## src/rtl/mbx_seq_pkg.sv

```systemverilog
package mbx_seq_pkg;
    localparam int SEND_W  = 2;
    localparam int MSG_BIT = 0;
    localparam int ACK_BIT = 1;

    typedef logic [SEND_W-1:0] send_t;

    // drain detector state for one slot
    typedef struct packed {
        logic ack_pend;
    } det_state_t;

    // merge state for one slot: forwarded message pending, and
    // last observed acknowledge bit of the upstream slot
    typedef struct packed {
        logic link_pend;
        logic up_seen;
    } mrg_state_t;
endpackage

```

## src/rtl/mbx_slot_detect.sv

```systemverilog
module mbx_slot_detect
    import mbx_seq_pkg::*;
#(
    parameter int CH_W = 4
) (
    input  logic            clk,
    input  logic            rst_n,
    input  logic            auto_ack_i,
    input  logic [CH_W-1:0] dest_i,
    input  logic            msg_i,
    output logic            ack_pend_o
);
    det_state_t st_d, st_q;

    always_comb begin
        st_d = st_q;
        // fire once per drain; a pending request masks re-detection
        // until the slot has taken the forced value
        st_d.ack_pend = auto_ack_i && (dest_i == '0) && msg_i && !st_q.ack_pend;
    end

    always_ff @(posedge clk or negedge rst_n) begin
        if (!rst_n) st_q <= '0;
        else        st_q <= st_d;
    end

    assign ack_pend_o = st_q.ack_pend;

    // a request only follows a drained vector with the message up
    p_ack_after_drain_r1: assert property (@(posedge clk) disable iff (!rst_n)
        st_q.ack_pend |-> $past((dest_i == '0) && msg_i));

    // no request unless the slot was in auto-acknowledge mode
    p_ack_needs_mode_r3: assert property (@(posedge clk) disable iff (!rst_n)
        st_q.ack_pend |-> $past(auto_ack_i));

    // a request lasts exactly one cycle
    p_ack_one_shot_r9: assert property (@(posedge clk) disable iff (!rst_n)
        st_q.ack_pend |=> !st_q.ack_pend);
endmodule

```

## src/rtl/mbx_send_merge.sv

```systemverilog
module mbx_send_merge
    import mbx_seq_pkg::*;
(
    input  logic  clk,
    input  logic  rst_n,
    input  logic  ack_pend_i,
    input  logic  up_link_i,
    input  logic  up_ack_i,
    input  send_t cur_i,
    input  logic  bus_wr_i,
    input  send_t bus_val_i,
    output logic  load_o,
    output send_t next_o
);
    mrg_state_t st_d, st_q;
    logic       link_req;
    logic       force_upd;

    always_comb begin
        st_d          = st_q;
        link_req      = up_link_i && up_ack_i && !st_q.up_seen;
        st_d.link_pend = link_req;
        st_d.up_seen  = up_ack_i;
    end

    always_ff @(posedge clk or negedge rst_n) begin
        if (!rst_n) st_q <= '0;
        else        st_q <= st_d;
    end

    // forced updates win over a bus write in the same cycle
    always_comb begin
        force_upd = ack_pend_i || st_q.link_pend;
        next_o    = bus_val_i;
        if (force_upd) begin
            next_o = cur_i;
            if (ack_pend_i) begin
                next_o[ACK_BIT] = 1'b1;
                next_o[MSG_BIT] = 1'b0;
            end
            if (st_q.link_pend) begin
                next_o[MSG_BIT] = 1'b1;
            end
        end
        load_o = force_upd || bus_wr_i;
    end

    // a forwarded message follows an upstream acknowledge rise on a link
    p_link_follows_rise_r5: assert property (@(posedge clk) disable iff (!rst_n)
        st_q.link_pend |-> $past(up_link_i && up_ack_i));

    // an acknowledge request overrides whatever the bus writes
    p_ack_beats_bus_r8: assert property (@(posedge clk) disable iff (!rst_n)
        (ack_pend_i && !st_q.link_pend) |-> (load_o && next_o == 2'b10));
endmodule

```

## src/rtl/mbx_autoack_chain.sv

```systemverilog
module mbx_autoack_chain
    import mbx_seq_pkg::*;
#(
    parameter int NUM_SLOTS = 4,
    parameter int NUM_CH    = 4
) (
    input  logic                        clk,
    input  logic                        rst_n,
    input  logic [NUM_SLOTS-1:0]        ack_mode_i,
    input  logic [NUM_SLOTS-1:0]        link_mode_i,
    input  logic [NUM_SLOTS*NUM_CH-1:0] dest_flat_i,
    input  logic [NUM_SLOTS*SEND_W-1:0] send_flat_i,
    input  logic [NUM_SLOTS-1:0]        bus_wr_i,
    input  logic [NUM_SLOTS*SEND_W-1:0] bus_send_flat_i,
    output logic [NUM_SLOTS-1:0]        send_load_o,
    output logic [NUM_SLOTS*SEND_W-1:0] send_next_flat_o,
    output logic [NUM_SLOTS-1:0]        ack_pass_o
);
    localparam int LAST = NUM_SLOTS - 1;

    logic [NUM_SLOTS-1:0] ack_pend;

    for (genvar i = 0; i < NUM_SLOTS; i++) begin : g_slot
        send_t cur;
        send_t bus_val;
        send_t nxt;
        logic  up_link;
        logic  up_ack;

        assign cur     = send_flat_i[SEND_W*i +: SEND_W];
        assign bus_val = bus_send_flat_i[SEND_W*i +: SEND_W];

        if (i == 0) begin : g_head
            assign up_link = 1'b0;
            assign up_ack  = 1'b0;
        end else begin : g_body
            assign up_link = link_mode_i[i-1];
            assign up_ack  = send_flat_i[SEND_W*(i-1) + ACK_BIT];
        end

        if (i == LAST) begin : g_top_gate
            assign ack_pass_o[i] = 1'b1;
        end else begin : g_link_gate
            assign ack_pass_o[i] = !link_mode_i[i];
        end

        mbx_slot_detect #(.CH_W(NUM_CH)) u_det (
            .clk        (clk),
            .rst_n      (rst_n),
            .auto_ack_i (ack_mode_i[i]),
            .dest_i     (dest_flat_i[NUM_CH*i +: NUM_CH]),
            .msg_i      (cur[MSG_BIT]),
            .ack_pend_o (ack_pend[i])
        );

        mbx_send_merge u_mrg (
            .clk        (clk),
            .rst_n      (rst_n),
            .ack_pend_i (ack_pend[i]),
            .up_link_i  (up_link),
            .up_ack_i   (up_ack),
            .cur_i      (cur),
            .bus_wr_i   (bus_wr_i[i]),
            .bus_val_i  (bus_val),
            .load_o     (send_load_o[i]),
            .next_o     (nxt)
        );

        assign send_next_flat_o[SEND_W*i +: SEND_W] = nxt;
    end

    // no load request in the first cycle out of reset
    p_quiet_after_reset_r10: assert property (@(posedge clk) disable iff (!rst_n)
        $rose(rst_n) |-> (send_load_o == '0 || bus_wr_i != '0));

    // the highest slot never forwards, so slot 0 never gets a link load
    p_no_wrap_r6: assert property (@(posedge clk) disable iff (!rst_n)
        (send_load_o[0] && !bus_wr_i[0] && !ack_pend[0]) |-> 1'b0);
endmodule

```

## config.mk

```make
export PLATFORM = sky130hd
export DESIGN_NAME = mbx_autoack_chain
export DESIGN_NICKNAME = d
export VERILOG_FILES = /design/src/rtl/mbx_seq_pkg.sv /design/src/rtl/mbx_slot_detect.sv /design/src/rtl/mbx_send_merge.sv /design/src/rtl/mbx_autoack_chain.sv
export SDC_FILE = /design/constraint.sdc
export NUM_CORES = 1
export LEC_CHECK = 0
export BUFFER_PORTS_ARGS = -buffer_cell sky130_fd_sc_hd__buf_4
export CORE_UTILIZATION = 30
export CTS_CLUSTER_SIZE = 24
export DETAILED_ROUTE_END_ITERATION = 12
export PLACE_DENSITY = 0.78
export REMOVE_ABC_BUFFERS = 1
export SETUP_SLACK_MARGIN = 0.5
export SLEW_MARGIN = 40
export SYNTH_ARGS = -nofsm -noshare
export SYNTH_HDL_FRONTEND = slang
export SYNTH_HIERARCHICAL = 1
export SYNTH_SLANG_ARGS = --single-unit
```

## constraint.sdc

```tcl
create_clock -name clk -period 1 [get_ports clk]
set_clock_uncertainty 0.2 [all_clocks]
set_input_delay 0.2 -clock clk [delete_from_list [all_inputs] [get_ports clk]]
set_output_delay 0.2 -clock clk [all_outputs]
set_load 0.005 [all_outputs]
```

==> metrics.md <==
| Metric | Value |
|---|---|
| Status | finished with violations |
| Violated checks | hold timing, setup timing |
| Total core area | 1760 sq um |
| Register-to-register setup slack | 0.01 ns |
| Post-place setup slack | -0.314 ns |
| Largest area contributor in the netlist | dfrtp_1 |
| Top library cells by usage in the layout, fill and taps aside | buf_4 (46), buf_6 (27), nand2_1 (12), dfrtp_1 (12) |
| Synthesized flop and latch total | 12 |
| Filler Cells Inserted | 139 |
| Antenna diode count | 0 |
| Maximum number of pins on one net before global-route repair | 13 |
| Routed WL per cell | 11.2 microns |
| Arrival time at the worst endpoint | 1.17 ns |
| Maximum fanout along the worst path | 2 |
| Die Ht | 45.7 microns |
| Simple-gate share of the synthesized area | 27.1% |
| Cell row count | 15 |
| Worst reg2reg startpoint | g_slot[3].u_det/ack_pend_o |
| DRC violations left | 0 |
| Maximum VDD drop | 0.844 mV |
| Clock tree from TritonCTS | done |
| Routability-driven placement congestion ratio | 0.646 |
| Compound-Gate Fraction of Synth Area | 6.13% |
| Summed negative setup slack over all endpoints | -6.29 ns |
| List of cells traversed by the critical path | or3_4 > buf_6 |
| Portion of the clock cycle consumed by the worst path in the final layout | 157% |
| Wire length of the first global-routing pass | 2.72 mm |
| Most common cell after layout, fill and taps aside | buf_4 |
| GRT overflow | 0 |
| Per-cell via count in the routed design | 4.43 |
| Leak Pwr | 0.000690 uW |
| Number of pins with negative max-slew slack in the final report | 0 |
| Number of violations of the max-capacitance limit | 0 |
| Clock-pin slew on the worst setup and hold paths | 0.08 ns |
| Crit path max-delay cell type | dfrtp_1 |
| Post-synth design cell area | 572 sq um |
| Number of warning messages in the yosys log | 6 |
| Clock sink count | 12 |
| Detailed-placement wirelength estimate | 1.27 mm |
| Yosys cell types | 11 |
| Final worst hold slack | -0.449 ns |
| Pwr dens | 938 nW/um^2 |
| Post-synthesis mux area share | 7.00% |
| Final setup viols | 13 |
| Crit path setup slack, layout | -0.574 ns |
| Critical path's largest stage delay | 0.41 ns |
| Post-route minimum period | 1.57 ns |
| Depth of the most critical reg-to-reg path | 2 |
| Unrepaired setup endpoints after global routing | true |
| Startpoint class of the critical path | register |
| Instance count of the mapped netlist | 58 |
| End point of the critical path | send_load_o[0] |
| Antenna violations before repair | 0 |
| Port-buffer cells | 59 |
| Number of detailed-routing iterations run before antenna repair | 1 |
| Nets | 183 |
| Synth top area cells | dfrtp_1 (53%), nand2_1 (7.9%), mux2i_1 (7.0%) |
| Critical path type | reg2out |
| Achievable frequency | 0.635 GHz |
| Storage cell area | 300 sq um |
| Post-placement cell area | 1130 sq um |
| Via count | 713 |
| Clk Tree Root Cell | clkbuf_4 |
| Post-synthesis to final-layout area growth | 134% |
| Starting density of the core | 32.4% |
| Vias in the first global route | 660 |
| Portion of synthesized cell area occupied by the leading cell type | 52.5% |
| Overall power after layout | 1250 uW |
| Register area share after synthesis | 52.5% |
| CTS Buf Count | 3 |
| Critical path required time | 0.60 ns |
| Gr usage total | 19.4% |
| Total routed wirelength | 1.80 mm |
| Hold/Removal Path Class | in2async |
| Endpoint type of the worst setup path | output port |
| X dimension of the die | 45.7 microns |
| I/O pins | 62 |
| Post-route antenna net violation count | 0 |
| Proportion of layout cells with a drive suffix above 1 | 69.9% |
| Adder-cell share of the synthesized area | 0% |
| DR iter-0 viols | 0 |
| Worst flop-to-flop path endpoint | g_slot[3].u_det/ack_pend_o |
| Die area | 2080 sq um |
| H-Tree Level Count | 1 |
| Hold Violations, Final | 19 |
| Mean instance size in the synthesized netlist | 9.86 sq um |
| Maximum buffer depth of the clock tree | 2 |
| Xor/xnor share of the synthesized area | 0% |
| Crit path launch | g_slot[0].u_mrg/st_q[1] |
| Clk Latency, worst-skew pair | 0.27 ns |
| Area of combinational cells with multiple inputs | 293 sq um |
| Largest family of logic cells by synthesized area | simple AND/OR/NAND/NOR gates |
| Final non-filler cell area | 1340 sq um |
state kept, by name, indices dropped and copies added, names as in the netlist:
| register | cells |
|---|---|
| g_slot.u_det/ack_pend_o | 4 |
| g_slot.u_mrg/st_q | 8 |
worst max-delay path: cells and delay by family, from the launching register on:
kind,cells,cell delay [ns]
buffers and inverters,1,0.12
DFF,1,0.41
and+or+nand+nor,1,0.37
per-stage QoR:
stage	instances	utilization, %	hold WS (ns)
3_5_place_dp	154	64.0	-0.152
3_3_place_gp	154	64.0	-0.152
2_1_floorplan	59	-	-0.296
6_report	161	75.7	-0.449
4_1_cts	159	71.5	-0.451
5_1_grt	161	75.7	-0.453
worst min path at each step:
stage	slack, ns	cells after the start	endpoint
5_1_grt	-0.45	1	g_slot[3].u_mrg/st_q[1]
2_1_floorplan	-0.30	0	g_slot[0].u_det/ack_pend_o
6_report	-0.45	1	g_slot[3].u_mrg/st_q[1]
4_1_cts	-0.45	1	g_slot[1].u_mrg/st_q[0]
3_5_place_dp	-0.15	1	g_slot[1].u_mrg/st_q[0]
3_3_place_gp	-0.15	1	g_slot[0].u_det/ack_pend_o
metal layers:
metal  up-vias  GRT usage, %  share of wire [%]
li1        340             -                  -
met1       328          18.1                 33
met5         -             0                  0
met2        41          37.4                 56
met3         4          5.95                8.6
met4         0          9.09                1.5
kinds of logic after synthesis:
| family | count (synthesis) |
|---|---|
| other cells | 2 |
| flops | 12 |
| simple gates | 28 |
| buf+inv | 8 |
| compound gates | 4 |
| mux | 4 |
timing repair:
| item | CTS | global route |
|---|---|---|
| pin swaps | 16 | 5 |
| hold endpoints to repair | 21 | 19 |
| setup endpoints to repair | 22 | 22 |
| buffers inserted | 1 | 2 |
| gates cloned | 0 | 0 |
| resized for setup | 26 | 15 |
report_power, final:
group	switching [uW]	internal, uW	total [uW]
registers	8.94	501	510
clock network	165	221	387
logic	103	255	357
total	277	977	1250
synthesized netlist by cell type:
library cell  instances
conb_1                2
nor2_1                4
buf_4                 1
or3_1                 4
mux2i_1               4
nand2_1              12
a21o_2                4
or4_1                 4
nor3_2                4
inv_1                 7
dfrtp_1              12
layout make-up:
cell class | count | area share [%]
clock buffer | 4 | 2.72
inverter | 7 | 1.97
multi-input combinational | 40 | 21.9
timing repair buffer | 73 | 48.6
sequential | 12 | 22.5
tap | 25 | 2.34
(Power assumes the default switching activity.)
